==> config.mk <==
export PLATFORM = sky130hd
export DESIGN_NAME = txr_engine
export DESIGN_NICKNAME = d
export VERILOG_FILES = /design/src/rtl/txr_pkg.sv /design/src/rtl/txr_ring_ptr.sv /design/src/rtl/txr_len_clip.sv /design/src/rtl/txr_byte_lane.sv /design/src/rtl/txr_engine.sv
export SDC_FILE = /design/constraint.sdc
export NUM_CORES = 1
export LEC_CHECK = 0
export ABC_AREA = 1
export BUFFER_PORTS_ARGS = -buffer_cell sky130_fd_sc_hd__buf_2
export CAP_MARGIN = 20
export CORE_UTILIZATION = 30
export DETAILED_ROUTE_END_ITERATION = 8
export GPL_TIMING_DRIVEN = 0
export SLEW_MARGIN = 30
export SYNTH_ARGS = -nofsm -noshare
export SYNTH_HDL_FRONTEND = slang
export SYNTH_SLANG_ARGS = --single-unit
==> constraint.sdc <==
create_clock -name clk -period 3.9 [get_ports clk]
set_clock_uncertainty 0.1 [all_clocks]
set_input_delay 0.195 -clock clk [delete_from_list [all_inputs] [get_ports clk]]
set_output_delay 0.195 -clock clk [all_outputs]
set_load 0.02 [all_outputs]
==> src/rtl/txr_pkg.sv <==
package txr_pkg;

  // descriptor layout: flags half-word above the length half-word
  localparam int FW = 16;
  localparam int LW = 16;

  localparam int FLG_READY = 15;
  localparam int FLG_WRAP  = 13;
  localparam int FLG_LAST  = 11;

  typedef enum logic [2:0] {
    S_IDLE,
    S_HEAD,
    S_ADDR,
    S_WORD,
    S_EMIT,
    S_BACK
  } txr_state_e;

endpackage

==> src/rtl/txr_ring_ptr.sv <==
module txr_ring_ptr #(
  parameter int AW   = 32,
  parameter int STEP = 8
) (
  input  logic          clk,
  input  logic          rst_n,
  input  logic          load,
  input  logic [AW-1:0] load_val,
  input  logic          adv,
  input  logic          wrap,
  output logic [AW-1:0] cur_o
);
  localparam logic [AW-1:0] ALIGN_MASK = ~AW'(3);

  logic [AW-1:0] base_q;
  logic [AW-1:0] cur_q;

  always_ff @(posedge clk or negedge rst_n) begin
    if (!rst_n) begin
      base_q <= '0;
      cur_q  <= '0;
    end else if (load) begin
      base_q <= load_val & ALIGN_MASK;
      cur_q  <= load_val & ALIGN_MASK;
    end else if (adv) begin
      cur_q <= wrap ? base_q : cur_q + AW'(STEP);
    end
  end

  assign cur_o = cur_q;

endmodule

==> src/rtl/txr_len_clip.sv <==
module txr_len_clip #(
  parameter int LW        = 16,
  parameter int ACCW      = 11,
  parameter int MAX_FRAME = 2032
) (
  input  logic [ACCW-1:0] acc_i,
  input  logic [LW-1:0]   len_i,
  output logic [LW-1:0]   eff_o,
  output logic            over_o
);
  localparam int SW = ((LW > ACCW) ? LW : ACCW) + 1;

  logic [SW-1:0] sum;
  logic [SW-1:0] room;

  always_comb begin
    sum    = SW'(len_i) + SW'(acc_i);
    room   = SW'(MAX_FRAME) - SW'(acc_i);
    over_o = (sum > SW'(MAX_FRAME));
    eff_o  = over_o ? room[LW-1:0] : len_i;
  end

endmodule

==> src/rtl/txr_byte_lane.sv <==
module txr_byte_lane #(
  parameter int DW = 32
) (
  input  logic [DW-1:0]          word_i,
  input  logic [$clog2(DW/8)-1:0] sel_i,
  output logic [7:0]             byte_o
);
  localparam int NB = DW / 8;

  logic [7:0] lanes [NB];

  for (genvar g = 0; g < NB; g++) begin : g_lane
    // lowest address offset sits in the most significant byte
    assign lanes[g] = word_i[DW-1-8*g -: 8];
  end

  assign byte_o = lanes[sel_i];

endmodule

==> src/rtl/txr_engine.sv <==
module txr_engine
  import txr_pkg::*;
#(
  parameter int DW        = 32,
  parameter int MAX_FRAME = 2032,
  parameter int DESC_STEP = 8
) (
  input  logic          clk,
  input  logic          rst_n,
  input  logic          ctrl_we,
  input  logic [1:0]    ctrl_wdata,
  input  logic          base_we,
  input  logic [DW-1:0] base_wdata,
  input  logic          kick,
  output logic          mem_req,
  output logic          mem_we,
  output logic [DW-1:0] mem_addr,
  output logic [DW-1:0] mem_wdata,
  input  logic          mem_ready,
  input  logic [DW-1:0] mem_rdata,
  output logic          tx_valid,
  input  logic          tx_ready,
  output logic [7:0]    tx_data,
  output logic          tx_last,
  output logic          ev_txb,
  output logic          ev_txf,
  output logic          ev_babt,
  output logic          busy
);
  localparam int NB   = DW / 8;
  localparam int SELW = $clog2(NB);
  localparam int ACCW = $clog2(MAX_FRAME + 1);
  localparam logic [DW-1:0] WORD_MASK = ~DW'(NB - 1);
  localparam logic [FW-1:0] CLR_READY = ~(FW'(1) << FLG_READY);

  txr_state_e      state;
  logic            enable_q;
  logic [FW-1:0]   flags_q;
  logic [LW-1:0]   len_q;
  logic [LW-1:0]   remain;
  logic [DW-1:0]   baddr;
  logic [DW-1:0]   word_q;
  logic [ACCW-1:0] acc;

  logic [DW-1:0]   cur_ptr;
  logic [LW-1:0]   eff_len;
  logic            clip_over;
  logic            abort;
  logic            ptr_adv;

  assign abort   = ctrl_we && (ctrl_wdata[0] || !ctrl_wdata[1]);
  assign ptr_adv = (state == S_BACK) && mem_ready && !abort;

  txr_ring_ptr #(.AW(DW), .STEP(DESC_STEP)) u_ptr (
    .clk      (clk),
    .rst_n    (rst_n),
    .load     (base_we),
    .load_val (base_wdata),
    .adv      (ptr_adv),
    .wrap     (flags_q[FLG_WRAP]),
    .cur_o    (cur_ptr)
  );

  txr_len_clip #(.LW(LW), .ACCW(ACCW), .MAX_FRAME(MAX_FRAME)) u_clip (
    .acc_i  (acc),
    .len_i  (len_q),
    .eff_o  (eff_len),
    .over_o (clip_over)
  );

  txr_byte_lane #(.DW(DW)) u_lane (
    .word_i (word_q),
    .sel_i  (baddr[SELW-1:0]),
    .byte_o (tx_data)
  );

  always_comb begin
    mem_req   = (state == S_HEAD) || (state == S_ADDR) ||
                (state == S_WORD) || (state == S_BACK);
    mem_we    = (state == S_BACK);
    mem_wdata = {flags_q & CLR_READY, len_q};
    unique case (state)
      S_ADDR:  mem_addr = cur_ptr + DW'(4);
      S_WORD:  mem_addr = baddr & WORD_MASK;
      default: mem_addr = cur_ptr;
    endcase
  end

  assign tx_valid = (state == S_EMIT);
  assign tx_last  = (state == S_EMIT) && flags_q[FLG_LAST] && (remain == LW'(1));
  assign busy     = (state != S_IDLE);

  always_ff @(posedge clk or negedge rst_n) begin
    if (!rst_n) begin
      state    <= S_IDLE;
      enable_q <= 1'b0;
      flags_q  <= '0;
      len_q    <= '0;
      remain   <= '0;
      baddr    <= '0;
      word_q   <= '0;
      acc      <= '0;
      ev_txb   <= 1'b0;
      ev_txf   <= 1'b0;
      ev_babt  <= 1'b0;
    end else begin
      ev_txb  <= 1'b0;
      ev_txf  <= 1'b0;
      ev_babt <= 1'b0;
      if (ctrl_we) enable_q <= ctrl_wdata[1] & ~ctrl_wdata[0];
      if (abort) begin
        state <= S_IDLE;
        acc   <= '0;
      end else begin
        unique case (state)
          S_IDLE: if (kick && enable_q) state <= S_HEAD;
          S_HEAD: if (mem_ready) begin
            if (!mem_rdata[LW+FLG_READY]) begin
              state <= S_IDLE;
            end else begin
              flags_q <= mem_rdata[DW-1 -: FW];
              len_q   <= mem_rdata[LW-1:0];
              state   <= S_ADDR;
            end
          end
          S_ADDR: if (mem_ready) begin
            baddr   <= mem_rdata;
            remain  <= eff_len;
            acc     <= acc + ACCW'(eff_len);
            ev_babt <= clip_over;
            state   <= (eff_len == '0) ? S_BACK : S_WORD;
          end
          S_WORD: if (mem_ready) begin
            word_q <= mem_rdata;
            state  <= S_EMIT;
          end
          S_EMIT: if (tx_ready) begin
            baddr  <= baddr + DW'(1);
            remain <= remain - LW'(1);
            if (remain == LW'(1))                state <= S_BACK;
            else if (baddr[SELW-1:0] == '1)      state <= S_WORD;
          end
          S_BACK: if (mem_ready) begin
            ev_txb <= 1'b1;
            ev_txf <= flags_q[FLG_LAST];
            if (flags_q[FLG_LAST]) acc <= '0;
            state  <= S_HEAD;
          end
          default: state <= S_IDLE;
        endcase
      end
    end
  end

  AST_IDLE_WHEN_DISABLED: assert property (@(posedge clk) disable iff (!rst_n)
    (state == S_IDLE && !enable_q) |=> !mem_req);

  AST_WB_OWNERSHIP: assert property (@(posedge clk) disable iff (!rst_n)
    (mem_req && mem_we) |-> !mem_wdata[LW+FLG_READY]);

  AST_FRAME_WITH_BUF: assert property (@(posedge clk) disable iff (!rst_n)
    ev_txf |-> ev_txb);

  AST_LAST_CLOSES: assert property (@(posedge clk) disable iff (!rst_n)
    (tx_valid && tx_ready && tx_last && !abort) |=> !tx_valid);

  AST_FRAME_CAP: assert property (@(posedge clk) disable iff (!rst_n)
    acc <= ACCW'(MAX_FRAME));

  AST_ABORT_IDLE: assert property (@(posedge clk) disable iff (!rst_n)
    (ctrl_we && ctrl_wdata[0]) |=> (!busy && !mem_req && !tx_valid));

  AST_TX_HOLD: assert property (@(posedge clk) disable iff (!rst_n)
    (tx_valid && !tx_ready && !abort) |=>
      (tx_valid && $stable(tx_data) && $stable(tx_last)));

  AST_MEM_HOLD: assert property (@(posedge clk) disable iff (!rst_n)
    (mem_req && !mem_ready && !abort && !base_we) |=>
      (mem_req && $stable(mem_addr) && $stable(mem_we) && $stable(mem_wdata)));

endmodule

# [Word level (Yosys, flattened, before mapping)]
# Cells that the tools add are included.
[classes] order_cmp=2 bitwise_logic=4 eq_ne=17 add_sub_neg=7 muxes=40 reduce_logical=23
[ops] operator="$mux W32" count=5
[ops] operator="$pmux W32 S2" count=2
[ops] operator="$mux W16" count=3
[ops] operator="$mux W11" count=4
[ops] operator="$add A32 B1 Y32 const B" count=1
[ops] operator="$add A32 B3 Y32 const B" count=1
[ops] operator="$add A32 B4 Y32 const B" count=1
[ops] operator="$pmux W16 S2" count=1
[ops] operator="$mux W3" count=10
[ops] operator="$pmux W11 S2" count=1
[ops] operator="$pmux W3 S6" count=1
[ops] operator="$add A16 B11 Y17" count=1
[ops] operator="$gt A17 B11 Y1 const B" count=1
[ops] operator="$bmux W8 S2" count=1
[ops] operator="$eq A16 B1 Y1 const B" count=1
[ops] operator="$logic_not A16 Y1" count=1
[ops] operator="$mux W8" count=2
[ops] operator="$sub A16 B1 Y16 const B" count=1
[ops] operator="$ne A3 B3 Y1 const B" count=4
[ops] operator="$reduce_and A4 Y1" count=3
[ops] operator="$sub A11 B11 Y12 const A" count=1
[ops] operator="$add A11 B11 Y11" count=1
[ops] operator="$mux W1" count=9
[ops] operator="$ne A3 B1 Y1 const B" count=3
[ops] operator="20 further kinds" count=34
[totals] output_inout_bits=80 regBits=191

# [Longest topological paths before layout]
[depth] ltp_word=8 depth_mapped=33 mapped_depth_nobuf=32

# [Cells and area by module]
# From an unflattened synthesis, not the netlist that was laid out.
[unflattened] hier_cells=2189 hier_area_um2=13758.2
[by_module_without_submodules] module="txr_engine" n_inst=1 cells_per_inst=1358 area_each_um2=8637.0
[by_module_without_submodules] module="txr_ring_ptr" n_inst=1 cells_per_inst=457 area_each_um2=3338.2
[by_module_without_submodules] module="txr_len_clip" n_inst=1 cells_per_inst=280 area_each_um2=1387.6
[by_module_without_submodules] module="txr_byte_lane" n_inst=1 cells_per_inst=94 area_each_um2=395.4

# [Worst setup path after synthesis]
# Ideal clock, no wire load.
[synth_path] path_kind="flip-flop to flip-flop" startpoint="reg len_q[0]" endpoint="reg acc[9]" arrival_time_ps=3955 stages_incl_launch_ff=31 setup_slack_ps=-238 setup_time_ps=83 path_buffers=1 required_ps=3717 cell_sequence="dfrtp_1 -> ha_1 -> fa_1 -> or2_2 -> nor2_1 -> nand3_1 -> nand2_1 -> nor2_1 -> nand3_1 -> nor2_1 -> nand2_2 -> buf_2 -> nand3b_1 -> nand2_1 -> inv_1 -> ha_1 -> nand2_1 -> nor2_1 -> a211oi_1 -> nor2_1 -> o21ai_0 -> a21boi_0 -> nor2_1 -> nor2_1 -> o21ai_0 -> nand2_1 -> nand2_1 -> nand2_1 -> nand2_1 -> nand2_1 -> o21ai_0"
[synth_via] elab_chain_cells=7
[synth_rtl] element="start, declared" line_no="txr_engine.sv:39" rtl="logic [LW-1:0] len_q;"
[synth_rtl] element="start signal, assigned" line_no="txr_engine.sv:122" rtl="len_q <= mem_rdata[LW-1:0];"
[synth_rtl] element="$add A16 B11 Y17" line_no="txr_len_clip.sv:17" rtl="sum = SW'(len_i) + SW'(acc_i);"
[synth_rtl] element="$gt A17 B11 Y1" line_no="txr_len_clip.sv:19" rtl="over_o = (sum > SW'(MAX_FRAME));"
[synth_rtl] element="$mux W16 (*)" line_no="txr_len_clip.sv:20" rtl="eff_o = over_o ? room[LW-1:0] : len_i;"
[synth_rtl] element="$add A11 B11 Y11 (*)" line_no="txr_engine.sv:129" rtl="acc <= acc + ACCW'(eff_len);"
[synth_rtl] element="$mux W11 (*)" line_no="txr_engine.sv:126" rtl="S_ADDR: if (mem_ready) begin"
[synth_rtl] element="$pmux W11 S2 (*)" line_no="txr_engine.sv:115" rtl="unique case (state)"
[synth_rtl] element="$mux W11 (*)" line_no="txr_engine.sv:111" rtl="if (abort) begin"
[synth_rtl] element="end signal, assigned" line_no="txr_engine.sv:129"
[synth_rtl] element="end, declared" line_no="txr_engine.sv:43" rtl="logic [ACCW-1:0] acc;"
# Every way passes the cells marked *; elsewhere a longest branch is shown, timed or not. The select of a mux whose other input is x is not followed.
# A chain may end at the register's enable or synchronous reset.

# [Worst setup path in the final report]
[layout_path] startpoint="reg len_q[0]" endpoint="reg acc[10]"
# Same word-level chain as after synthesis.

==> results_dict.tcl <==
set metrics [dict create \
    synth_ff_type "dfrtp_1" \
    setup_violations 5 \
    initial_core_util_pct 30.7 \
    postSynthAreaPerCell_um2 7.07 \
    gr-total-overflow 0 \
    rr_worst_depth 30 \
    maxSlewHeadroom_pct 38.5 \
    start_kind "flip-flop" \
    viasPerCell 5.10 \
    n_antenna_cell 0 \
    yosys.area.top_type_share_pct 38.4 \
    drc 0 \
    maxCapViolations 0 \
    hold_end "word_q[28]" \
    reg2reg_to "acc[10]" \
    grt_start_max_net_pins 78 \
    postLayoutCoreUtil_pct 39.3 \
    max_stage_delay_ns 0.51 \
    required_ns 4.19 \
    path_max_fanout 5 \
    clkSinkCount 189 \
    finalCriticalPeriod_ns 4.15 \
    gp_congestion 0.949 \
    cp.arrival_ns 4.44 \
    violations "setup timing" \
    synth_edf_count 0 \
    first_pass_iters 6 \
    grt_antenna_before_repair 1 \
    r2r_slack_ns -0.25 \
    row_count 73 \
    drt_iter0_drc 1027 \
    synthArstFlopShare_pct 100 \
    r2r_start "len_q[0]" \
    grt_pass1_vias 12386 \
    holdCritStartpoint "mem_rdata[28]" \
    die_h_um 205 \
    ys_warn_count 0 \
    layout_common_cells "nand2_1 (391), inv_1 (232), o21ai_0 (210), dfrtp_1 (170), buf_2 (154)" \
    post-place-ws_ns -0.553 \
    p_leak_uw 0.00739 \
    grt_usage_pct 22.0 \
    cp_slowest_cell "fa_2" \
    antenna_left 0 \
    syn_to_final_growth_pct 28.0 \
    layout_commonest_cell "nand2_1" \
    drv_slew 0 \
    root_buffer "clkbuf_16" \
    total_power_uw 10600 \
    drive_gt1_share_pct 17.4 \
    hp-class "in2reg" \
    final_nets 2120 \
    crit_top_cell "nand2_1" \
    synth-seq-cells 189 \
    synth_area_leader_cell "dfrtp_1" \
    endpoint_kind "flip-flop" \
    clk_latency_ns 0.46 \
    worstSetupPathType "reg2reg" \
    rsz0062_at_grt "yes" \
    syn_area_um2 12300 \
    clkTransAtPathRegs_ns 0.08 \
    outcome "complete, but fails checks" \
    power_density_nw_per_um2 672 \
    cts.path.max_buffers 2 \
    dpl.hpwl_mm 34.9 \
    die_area_um2 41900 \
    hold_viol 0 \
    ir_worst_vdd_v 0.000359 \
    totalNegativeSetupSlack_ns -0.782 \
    cts_tree "done" \
    tightestPinTransition_ns 0.919 \
    fp.coreArea_um2 40100 \
    io-pin-count 153 \
    vias 13038 \
    h-tree-depth 4 \
    holdPathStages 3 \
    yosys-top-cells-area "dfrtp_1 (38%), nand2_1 (12%), o21ai_0 (8.8%), inv_1 (7.2%), nor2_1 (4.7%)" \
    wirelength_mm 46.1 \
    fmax_mhz 241 \
    period_share_pct 107 \
    synth_cells 1742 \
    synth_cell_types 49 \
    numCtsBuffers 17 \
    wl_per_cell_um 18.0 \
    worst_slack_ns -0.255 \
    yosysSeqAreaShare_pct 38.4 \
    die_width_um 205 \
    grt_pass1_wl_mm 70.6 \
    port_buffers 146 \
]
stage by stage:
stage          hold slack [ns]  instances  cell area, um^2
3_5_place_dp            0.0557       2417            13800
4_1_cts                0.00490       2553            15600
3_3_place_gp             0.315       2415            13700
5_1_grt                 0.0110       2556            15800
6_report                0.0214       2556            15800
2_1_floorplan           -0.201       1744            12300
layer usage:
layer / GRT usage (%) / wire length, um / up-vias
li1: - / - / 6293
met1: 30.2 / 21300 / 6208
met2: 34.9 / 20800 / 461
met3: 3.18 / 2690 / 74
met4: 8.10 / 1280 / 2
met5: 0 / 13 / -
area by class of cell:
cell class | instances | area [um^2]
well taps | 525 | 657
flip-flops and latches | 189 | 4750
fillers | 4192 | 24300
clock inverters | 15 | 209
inverters | 246 | 926
multi-input cells | 1234 | 6670
plain buffers | 75 | 334
clock buffers | 17 | 425
repair buffers | 255 | 1790
synth_stat cells, types with 5 or more instances:
master,n
a21oi_1,101
nor3_1,23
o211ai_1,23
clkinv_1,5
nand4_1,16
nand3_1,67
nor4_1,15
nor2_1,154
xnor2_1,5
inv_1,237
o21ai_0,216
nor2_2,6
dfrtp_1,189
o221ai_1,29
clkbuf_1,55
nand2_1,401
buf_4,5
nor2_4,5
xor2_1,48
o21ai_1,5
nand2_2,9
nand3b_1,10
buf_2,10
o22ai_1,18
ha_1,27
a31oi_1,18
critical path: cells and delay by family, from the launching register on:
| family | cells | cell delay (ns) |
|---|---|---|
| simple gates | 18 | 1.55 |
| buf+inv | 3 | 0.27 |
| fa+ha+maj | 4 | 1.19 |
| compound gates | 5 | 0.48 |
| flops | 1 | 0.48 |
where the power goes:
| group | internal [uW] | switching, uW | total [uW] | leakage (uW) |
|---|---|---|---|---|
| clock network | 993 | 935 | 1930 | 0.000309 |
| logic | 1920 | 3420 | 5340 | 0.00478 |
| registers | 2620 | 702 | 3320 | 0.00230 |
| total | 5540 | 5050 | 10600 | 0.00739 |
sequential cells by signal, indices dropped and copies added (netlist names):
register      flops
baddr            32
word_q           32
u_ptr.base_q     30
u_ptr.cur_o      30
len_q            16
remain           16
flags_q          15
acc              11
state             3
enable_q          1
ev_babt           1
ev_txb            1
ev_txf            1
logic make-up (layout without fill, tap and decap cells):
logic type	after synthesis	in the layout	synth area share, %
flip-flops	189	189	38.4
adder cells (fa/ha/maj)	29	29	3.07
AND/OR/NAND/NOR	717	717	24.8
AO/OA/AOI/OAI	432	432	19.8
other	1	3	0.0304
buffers and inverters	321	608	10.2
XOR/XNOR	53	53	3.77
worst max-delay path by stage:
stage / startpoint / slack, ns / endpoint
4_1_cts: len_q[0] / -0.19 / acc[9]
6_report: len_q[0] / -0.25 / acc[10]
2_1_floorplan: len_q[0] / 0.002 / acc[10]
3_5_place_dp: len_q[2] / -0.55 / acc[10]
5_1_grt: len_q[0] / -0.51 / acc[9]
3_3_place_gp: rst_n / -1.34 / len_q[0]
what timing repair did:
action                                  CTS  global route
endpoints found under the hold margin   203             0
hold buffers                             60             0
setup buffers                            44            10
pin swaps                                15            12
endpoints found under the setup margin    5             9
resized for setup                        50            49
(Power assumes the default switching activity.)
